<file path="src/rtl/ldma_pkg.sv">
package ldma_pkg;

    localparam int WORD_BITS  = 32;
    localparam int WORD_BYTES = WORD_BITS / 8;
    localparam int WORD_SZ    = $clog2(WORD_BYTES);   // size code of a full word
    localparam int MAX_SZ     = WORD_SZ;              // widest legal beat
    localparam int DESC_WORDS = 8;
    localparam int IDX_W      = $clog2(DESC_WORDS);

    // word order inside a descriptor (behavioural: fetch sequence)
    localparam int W_HEAD = 0;
    localparam int W_SRC  = 1;
    localparam int W_DST  = 2;
    localparam int W_CNT  = 3;
    localparam int W_CFG  = 4;
    localparam int W_LINK = 7;

    // bit positions inside the configuration word
    localparam int B_REQ_DST  = 3;
    localparam int B_SSZ_LSB  = 12;
    localparam int B_DSZ_LSB  = 16;
    localparam int B_SRC_FIX  = 20;
    localparam int B_DST_FIX  = 21;
    localparam int B_END_MASK = 24;
    localparam int B_LINKED   = 31;

    typedef enum logic [3:0] {
        S_IDLE, S_FETCH, S_FWAIT, S_CHECK,
        S_GATE_RD, S_READ, S_RWAIT,
        S_GATE_WR, S_WRITE, S_WWAIT,
        S_RETIRE, S_BWAIT
    } ldma_state_e;

    typedef struct packed {
        logic [WORD_BITS-1:0] head;
        logic [WORD_BITS-1:0] src;
        logic [WORD_BITS-1:0] dst;
        logic [WORD_BITS-1:0] count;
        logic [WORD_BITS-1:0] link;
        logic [3:0]           ssz;
        logic [3:0]           dsz;
        logic                 sfix;
        logic                 dfix;
        logic                 end_mask;
        logic                 linked;
        logic                 req_dst;
    } ldma_desc_t;

endpackage

</file>
<file path="src/rtl/ldma_desc_store.sv">
module ldma_desc_store
    import ldma_pkg::*;
(
    input  logic                 clk,
    input  logic                 rst_n,
    input  logic                 load,
    input  logic [IDX_W-1:0]     idx,
    input  logic [WORD_BITS-1:0] word,
    output ldma_desc_t           desc
);

    ldma_desc_t desc_q;

    always_ff @(posedge clk) begin
        if (!rst_n) begin
            desc_q <= '0;
        end else if (load) begin
            unique case (idx)
                IDX_W'(W_HEAD): desc_q.head  <= word;
                IDX_W'(W_SRC):  desc_q.src   <= word;
                IDX_W'(W_DST):  desc_q.dst   <= word;
                IDX_W'(W_CNT):  desc_q.count <= word;
                IDX_W'(W_CFG): begin
                    desc_q.ssz      <= word[B_SSZ_LSB +: 4];
                    desc_q.dsz      <= word[B_DSZ_LSB +: 4];
                    desc_q.sfix     <= word[B_SRC_FIX];
                    desc_q.dfix     <= word[B_DST_FIX];
                    desc_q.end_mask <= word[B_END_MASK];
                    desc_q.linked   <= word[B_LINKED];
                    desc_q.req_dst  <= word[B_REQ_DST];
                end
                IDX_W'(W_LINK): desc_q.link <= word;
                default: ;
            endcase
        end
    end

    assign desc = desc_q;

endmodule

</file>
<file path="src/rtl/ldma_walker.sv">
module ldma_walker
    import ldma_pkg::*;
#(
    parameter int AW = 32
) (
    input  logic                 clk,
    input  logic                 rst_n,
    input  logic                 init,
    input  logic                 step,
    input  logic [AW-1:0]        src0,
    input  logic [AW-1:0]        dst0,
    input  logic [WORD_BITS-1:0] cnt0,
    input  logic [2:0]           sz,
    input  logic                 sfix,
    input  logic                 dfix,
    output logic [AW-1:0]        src,
    output logic [AW-1:0]        dst,
    output logic                 last
);

    logic [AW-1:0]        src_q, dst_q;
    logic [WORD_BITS-1:0] rem_q;
    logic [WORD_BITS-1:0] beat;

    assign beat = WORD_BITS'(1) << sz;
    assign last = (rem_q <= beat);

    always_ff @(posedge clk) begin
        if (!rst_n) begin
            src_q <= '0;
            dst_q <= '0;
            rem_q <= '0;
        end else if (init) begin
            src_q <= src0;
            dst_q <= dst0;
            rem_q <= cnt0;
        end else if (step) begin
            if (!sfix) src_q <= src_q + AW'(beat);
            if (!dfix) dst_q <= dst_q + AW'(beat);
            rem_q <= last ? '0 : rem_q - beat;
        end
    end

    assign src = src_q;
    assign dst = dst_q;

endmodule

</file>
<file path="src/rtl/ldma_fsm.sv">
module ldma_fsm
    import ldma_pkg::*;
#(
    parameter int AW = 32
) (
    input  logic                 clk,
    input  logic                 rst_n,
    input  logic                 start,
    input  logic                 start_sw,
    input  logic [AW-1:0]        start_addr,
    input  logic                 periph_req,
    input  logic                 mem_ready,
    input  logic                 mem_resp_valid,
    input  logic                 mem_resp_err,
    input  logic [WORD_BITS-1:0] mem_resp_data,
    input  ldma_desc_t           desc,
    input  logic [AW-1:0]        src,
    input  logic [AW-1:0]        dst,
    input  logic                 last,
    output logic                 busy,
    output logic                 end_irq,
    output logic                 err,
    output logic                 periph_ack,
    output logic                 mem_valid,
    output logic                 mem_we,
    output logic [AW-1:0]        mem_addr,
    output logic [2:0]           mem_size,
    output logic [WORD_BITS-1:0] mem_wdata,
    output logic                 load,
    output logic [IDX_W-1:0]     load_idx,
    output logic                 walk_init,
    output logic                 walk_step
);

    ldma_state_e          state_q, state_d;
    logic [AW-1:0]        cur_q;
    logic [IDX_W-1:0]     idx_q;
    logic                 sw_q;
    logic                 err_q;
    logic                 end_q;
    logic                 ack_q;
    logic [WORD_BITS-1:0] data_q;

    logic resp_ok, resp_bad, size_ok, rd_open, wr_open, last_word;

    assign resp_ok   = mem_resp_valid && !mem_resp_err;
    assign resp_bad  = mem_resp_valid &&  mem_resp_err;
    assign size_ok   = (desc.ssz == desc.dsz) && (desc.ssz <= 4'(MAX_SZ));
    assign rd_open   = sw_q ||  desc.req_dst || periph_req;
    assign wr_open   = sw_q || !desc.req_dst || periph_req;
    assign last_word = (idx_q == IDX_W'(DESC_WORDS - 1));

    // state register
    always_ff @(posedge clk) begin
        if (!rst_n) state_q <= S_IDLE;
        else        state_q <= state_d;
    end

    // transitions
    always_comb begin
        state_d = state_q;
        unique case (state_q)
            S_IDLE:    if (start) state_d = S_FETCH;
            S_FETCH:   if (mem_ready) state_d = S_FWAIT;
            S_FWAIT:   if (resp_bad) state_d = S_IDLE;
                       else if (resp_ok) state_d = last_word ? S_CHECK : S_FETCH;
            S_CHECK:   if (!desc.head[0] || !size_ok) state_d = S_IDLE;
                       else if (desc.count == '0) state_d = S_RETIRE;
                       else state_d = S_GATE_RD;
            S_GATE_RD: if (rd_open) state_d = S_READ;
            S_READ:    if (mem_ready) state_d = S_RWAIT;
            S_RWAIT:   if (resp_bad) state_d = S_IDLE;
                       else if (resp_ok) state_d = S_GATE_WR;
            S_GATE_WR: if (wr_open) state_d = S_WRITE;
            S_WRITE:   if (mem_ready) state_d = S_WWAIT;
            S_WWAIT:   if (resp_bad) state_d = S_IDLE;
                       else if (resp_ok) state_d = last ? S_RETIRE : S_GATE_RD;
            S_RETIRE:  if (mem_ready) state_d = S_BWAIT;
            S_BWAIT:   if (resp_bad) state_d = S_IDLE;
                       else if (resp_ok) state_d = desc.linked ? S_FETCH : S_IDLE;
            default:   state_d = S_IDLE;
        endcase
    end

    // channel registers updated alongside the transitions
    always_ff @(posedge clk) begin
        if (!rst_n) begin
            cur_q  <= '0;
            idx_q  <= '0;
            sw_q   <= 1'b0;
            err_q  <= 1'b0;
            end_q  <= 1'b0;
            ack_q  <= 1'b0;
            data_q <= '0;
        end else begin
            end_q <= 1'b0;
            ack_q <= 1'b0;
            unique case (state_q)
                S_IDLE: if (start) begin
                    cur_q <= start_addr;
                    sw_q  <= start_sw;
                    err_q <= 1'b0;
                    idx_q <= '0;
                end
                S_FWAIT: begin
                    if (resp_bad)     err_q <= 1'b1;
                    else if (resp_ok) idx_q <= idx_q + 1'b1;
                end
                S_CHECK: begin
                    if (!desc.head[0]) end_q <= 1'b1;
                    else if (!size_ok) err_q <= 1'b1;
                end
                S_RWAIT: begin
                    if (resp_bad) err_q <= 1'b1;
                    else if (resp_ok) begin
                        data_q <= mem_resp_data;
                        if (!sw_q && !desc.req_dst) ack_q <= 1'b1;
                    end
                end
                S_WWAIT: begin
                    if (resp_bad) err_q <= 1'b1;
                    else if (resp_ok && !sw_q && desc.req_dst) ack_q <= 1'b1;
                end
                S_BWAIT: begin
                    if (resp_bad) err_q <= 1'b1;
                    else if (resp_ok) begin
                        if (!desc.end_mask) end_q <= 1'b1;
                        if (desc.linked)    cur_q <= AW'(desc.link);
                        idx_q <= '0;
                    end
                end
                default: ;
            endcase
        end
    end

    // outputs
    always_comb begin
        mem_valid = 1'b0;
        mem_we    = 1'b0;
        mem_addr  = cur_q;
        mem_size  = 3'(WORD_SZ);
        mem_wdata = data_q;
        load      = 1'b0;
        walk_init = 1'b0;
        walk_step = 1'b0;
        unique case (state_q)
            S_FETCH:  begin
                mem_valid = 1'b1;
                mem_addr  = cur_q + AW'({idx_q, 2'b00});
            end
            S_FWAIT:  load = resp_ok;
            S_CHECK:  walk_init = 1'b1;
            S_READ:   begin
                mem_valid = 1'b1;
                mem_addr  = src;
                mem_size  = desc.ssz[2:0];
            end
            S_WRITE:  begin
                mem_valid = 1'b1;
                mem_we    = 1'b1;
                mem_addr  = dst;
                mem_size  = desc.dsz[2:0];
            end
            S_WWAIT:  walk_step = resp_ok;
            S_RETIRE: begin
                mem_valid = 1'b1;
                mem_we    = 1'b1;
                mem_wdata = {desc.head[WORD_BITS-1:1], 1'b0};
            end
            default: ;
        endcase
    end

    assign load_idx   = idx_q;
    assign busy       = (state_q != S_IDLE);
    assign end_irq    = end_q;
    assign err        = err_q;
    assign periph_ack = ack_q;

endmodule

</file>
<file path="src/rtl/ldma_chan.sv">
module ldma_chan
    import ldma_pkg::*;
#(
    parameter int AW = 32
) (
    input  logic                 clk,
    input  logic                 rst_n,
    input  logic                 start,
    input  logic                 start_sw,
    input  logic [AW-1:0]        start_addr,
    input  logic                 periph_req,
    output logic                 periph_ack,
    output logic                 busy,
    output logic                 end_irq,
    output logic                 err,
    output logic                 mem_valid,
    input  logic                 mem_ready,
    output logic                 mem_we,
    output logic [AW-1:0]        mem_addr,
    output logic [2:0]           mem_size,
    output logic [WORD_BITS-1:0] mem_wdata,
    input  logic                 mem_resp_valid,
    input  logic                 mem_resp_err,
    input  logic [WORD_BITS-1:0] mem_resp_data
);

    ldma_desc_t       desc;
    logic             load, walk_init, walk_step, last;
    logic [IDX_W-1:0] load_idx;
    logic [AW-1:0]    src, dst;

    ldma_desc_store u_store (
        .clk   (clk),
        .rst_n (rst_n),
        .load  (load),
        .idx   (load_idx),
        .word  (mem_resp_data),
        .desc  (desc)
    );

    ldma_walker #(.AW(AW)) u_walk (
        .clk   (clk),
        .rst_n (rst_n),
        .init  (walk_init),
        .step  (walk_step),
        .src0  (AW'(desc.src)),
        .dst0  (AW'(desc.dst)),
        .cnt0  (desc.count),
        .sz    (desc.ssz[2:0]),
        .sfix  (desc.sfix),
        .dfix  (desc.dfix),
        .src   (src),
        .dst   (dst),
        .last  (last)
    );

    ldma_fsm #(.AW(AW)) u_fsm (
        .clk            (clk),
        .rst_n          (rst_n),
        .start          (start),
        .start_sw       (start_sw),
        .start_addr     (start_addr),
        .periph_req     (periph_req),
        .mem_ready      (mem_ready),
        .mem_resp_valid (mem_resp_valid),
        .mem_resp_err   (mem_resp_err),
        .mem_resp_data  (mem_resp_data),
        .desc           (desc),
        .src            (src),
        .dst            (dst),
        .last           (last),
        .busy           (busy),
        .end_irq        (end_irq),
        .err            (err),
        .periph_ack     (periph_ack),
        .mem_valid      (mem_valid),
        .mem_we         (mem_we),
        .mem_addr       (mem_addr),
        .mem_size       (mem_size),
        .mem_wdata      (mem_wdata),
        .load           (load),
        .load_idx       (load_idx),
        .walk_init      (walk_init),
        .walk_step      (walk_step)
    );

endmodule

</file>
<file path="config.mk">
export PLATFORM = sky130hd
export DESIGN_NAME = ldma_chan
export DESIGN_NICKNAME = d
export VERILOG_FILES = /design/src/rtl/ldma_pkg.sv /design/src/rtl/ldma_desc_store.sv /design/src/rtl/ldma_walker.sv /design/src/rtl/ldma_fsm.sv /design/src/rtl/ldma_chan.sv
export SDC_FILE = /design/constraint.sdc
export NUM_CORES = 1
export LEC_CHECK = 0
export BUFFER_PORTS_ARGS = -buffer_cell sky130_fd_sc_hd__buf_2
export CAP_MARGIN = 0
export CORE_ASPECT_RATIO = 0.7
export CORE_MARGIN = 3
export CORE_UTILIZATION = 35
export DETAILED_ROUTE_END_ITERATION = 8
export GPL_ROUTABILITY_DRIVEN = 0
export GPL_TIMING_DRIVEN = 1
export SETUP_SLACK_MARGIN = 0.5
export SLEW_MARGIN = 20
export SYNTH_ARGS = -nofsm -noshare
export SYNTH_HDL_FRONTEND = slang
export SYNTH_SLANG_ARGS = --single-unit
</file>
<file path="constraint.sdc">
create_clock -name clk -period 4.1 [get_ports clk]
set_input_delay 0.41 -clock clk [delete_from_list [all_inputs] [get_ports clk]]
set_output_delay 0.41 -clock clk [all_outputs]
set_load 0.02 [all_outputs]
</file>
==> qor.txt <==
Period utilization = 0.843
#FFs+latches synth = 344
Leak = 7.57 nW
Gr usage total = 0.246
Syn Std Cell Area = 17800 um^2
Syn-to-layout area delta = 14.7%
Part of the power in combinational logic = 0.268
Hold Path Class = input pin to flop
Seq/Total Area, Yosys = 0.388
Final WL = 68000 um
Remaining DRCs = 0
Die X = 275 um
Vias in the first global route = 16300
Minimum clock period = 3450 ps
Clock tree buffer depth = 3
Port buffer count = 144
Prevailing post-synth register cell = dfxtp_1
Final Util = 0.410
Top cells by area, synth = dfxtp_1, nand2_1, a21oi_1
Worst path arrival time = 3040 ps
# rows = 68
Achievable clock frequency = 0.289 GHz
Vias/cell = 5.92
Routed wl met3 = 8100 um
Critical path type = flop to output pin
Post-synth top area share = 0.388
Number of clock buffers inserted by TritonCTS = 38
EDFF count, synth = 0
Mapped Nets = 2402
Startpoint Class = flop
Syn avg cell area = 7.75 um^2
Ports = 145
CTS tree = yes
Core Box Area = 49700 um^2
Clock Pin Slew Worst Setup and Hold Paths = 60 ps
Finish-stage setup viols = 0
Largest net degree at the start of global routing = 152
Root Driver = clkbuf_16
Via Count = 18000
Slew Limit Fails = 0
1st-iter DRT viols = 2192
Worst-Skew Late Latency = 550 ps
Normalized max-slew margin = 0.233
Status = completed
Least-Margin Pin Slew = 1150 ps
Share of layout cells above drive strength 1 = 0.140
Initial antenna violation count = 5
Crit path required time = 3690 ps
ANT cells = 0
Flop2flop setup slack = 760 ps
Top layer in use = met5
Initial core utilization = 0.357
Clock power frac = 0.357
Crit. End Element = output pin
Final ANT Viol Nets = 0
WL met1 = 31000 um
Netlist cell types = 87
Power Internal = 6.65 mW
Cell taking the most area after synthesis = dfxtp_1
Drt first pass iters = 6
WL/cell = 22.3 um
CP max FO = 6
Clk sink count = 344
First-pass GRT wire length = 102000 um
Post-synth ARST share = 0
Sequential power share = 0.376
Most common cell after layout, fill and taps aside = nand2_1
Final Hold Vio Count = 0
Unrepaired setup endpoints after global routing = false
Most frequent cells in the layout = nand2_1, dfxtp_1, a21oi_1, buf_2, nor2_1
# hold bufs at CTS = 0
Met2 WL = 26700 um
Hpwl dp = 45900 um
Post-route setup TNS = 0 ps
Final nets = 2460
PwrDens = 500 nW/um^2
Psw = 3.53 mW
Die Area = 53500 um^2
YS warnings = 0
Number of H-tree levels = 2
Final Skew = 16.1 ps
Switching share of total power = 0.347
Peak VDD IR = 0.374 mV
DIE HEIGHT = 194 um
Filler Cell Count = 5078
Max-cap violations = 0
Congestion Overflow GR = 0
Synth Instances = 2293
-- cells in the mapped netlist (all sizes together) (32+ instances only) --
| library cell | count |
|---|---|
| clkbuf | 123 |
| and3 | 37 |
| mux2i | 38 |
| mux2 | 32 |
| a21oi | 291 |
| o21ai | 72 |
| nor3 | 36 |
| a211oi | 42 |
| dfxtp | 344 |
| buf | 45 |
| nand2 | 531 |
| ha | 33 |
| a31oi | 49 |
| nor2 | 110 |
| nand3 | 68 |
| inv | 36 |
-- area by class of cell --
cell class / instances / area (um^2) / share of cell area
sequential: 344 / 6890 / 0.338
timing repair buffer: 186 / 1070 / 0.0527
clock inverter: 16 / 161 / 0.00792
tap: 665 / 832 / 0.0408
inverter: 36 / 143 / 0.00700
clock buffer: 54 / 1150 / 0.0567
multi-input combinational: 1745 / 10100 / 0.497
-- worst paths after layout --
kind	from	endpoint	depth (start not counted)
worst max register to register	u_store.desc[9]$_SDFFE_PN0P_	u_walk.dst[30]$_SDFFE_PN0P_	11
worst min-delay path	start_sw	u_fsm.sw_q$_SDFFE_PN0P_	3
worst min register to register	u_fsm.data_q[29]$_SDFFE_PN0P_	u_fsm.data_q[29]$_SDFFE_PN0P_	2
worst max-delay path	u_fsm.load_idx[1]$_SDFFE_PN0P_	mem_addr[19]	8
-- metrics by stage --
step | std cells | total power, mW | setup WS [ps] | hold WS (ps) | cell area, um^2
2_1_floorplan | 2293 | 5.64 | 1200 | 423 | 17800
3_3_place_gp | 2975 | 6.51 | 1020 | 437 | 19000
3_5_place_dp | 2975 | 6.54 | 843 | 445 | 19000
4_1_cts | 3045 | 10.2 | 502 | 128 | 20400
5_1_grt | 3046 | 10.6 | 508 | 140 | 20400
6_report | 3046 | 10.2 | 645 | 146 | 20400
-- layer usage --
layer / vias up / global-route usage
met2: 973 / 0.332
li1: 8341 / -
met3: 133 / 0.0623
met4: 6 / 0.0739
met1: 8568 / 0.377
met5: - / 0
-- critical path, cell delays in order (launching register included) --
cell and delay, ps:
dfxtp_1 450, ha_1 270, a21o_1 190, a21oi_1 490, nor3_1 140, a21o_1 200
a31oi_1 370, a221o_1 210, buf_2 170
-- power by group through the flow --
stage | combinational (mW) | clock, mW | sequential (mW)
floorplan | 1.86 | 0 | 3.78
global placement | 2.63 | 0 | 3.88
detailed placement | 2.65 | 0 | 3.89
CTS | 2.67 | 3.68 | 3.81
global route | 2.93 | 3.80 | 3.85
finish | 2.72 | 3.63 | 3.83
-- sequential cells by signal, indices dropped and copies added (netlist names) --
name              flops
u_fsm.periph_ack      1
u_fsm.sw_q            1
u_fsm.cur_q          32
u_fsm.state_q         4
u_fsm.err             1
u_fsm.data_q         32
u_walk.src           32
u_fsm.end_irq         1
u_store.desc        173
u_walk.dst           32
u_fsm.load_idx        3
u_walk.rem_q         32
-- logic make-up (layout without fill, tap and decap cells) --
family | after synthesis | in the layout | share of synthesized area
AO/OA/AOI/OAI | 633 | 633 | 0.224
flip-flops | 344 | 344 | 0.388
buffers and inverters | 204 | 292 | 0.0464
adder cells (fa/ha/maj) | 37 | 37 | 0.0278
multiplexers | 70 | 70 | 0.0417
AND/OR/NAND/NOR | 966 | 966 | 0.254
XOR/XNOR | 39 | 39 | 0.0192
-- timing repair --
item / CTS / global route
resized for setup: 1 / 3
setup buffers: 0 / 1
endpoints found under the setup margin: 1 / 10
(Power assumes the default switching activity.)
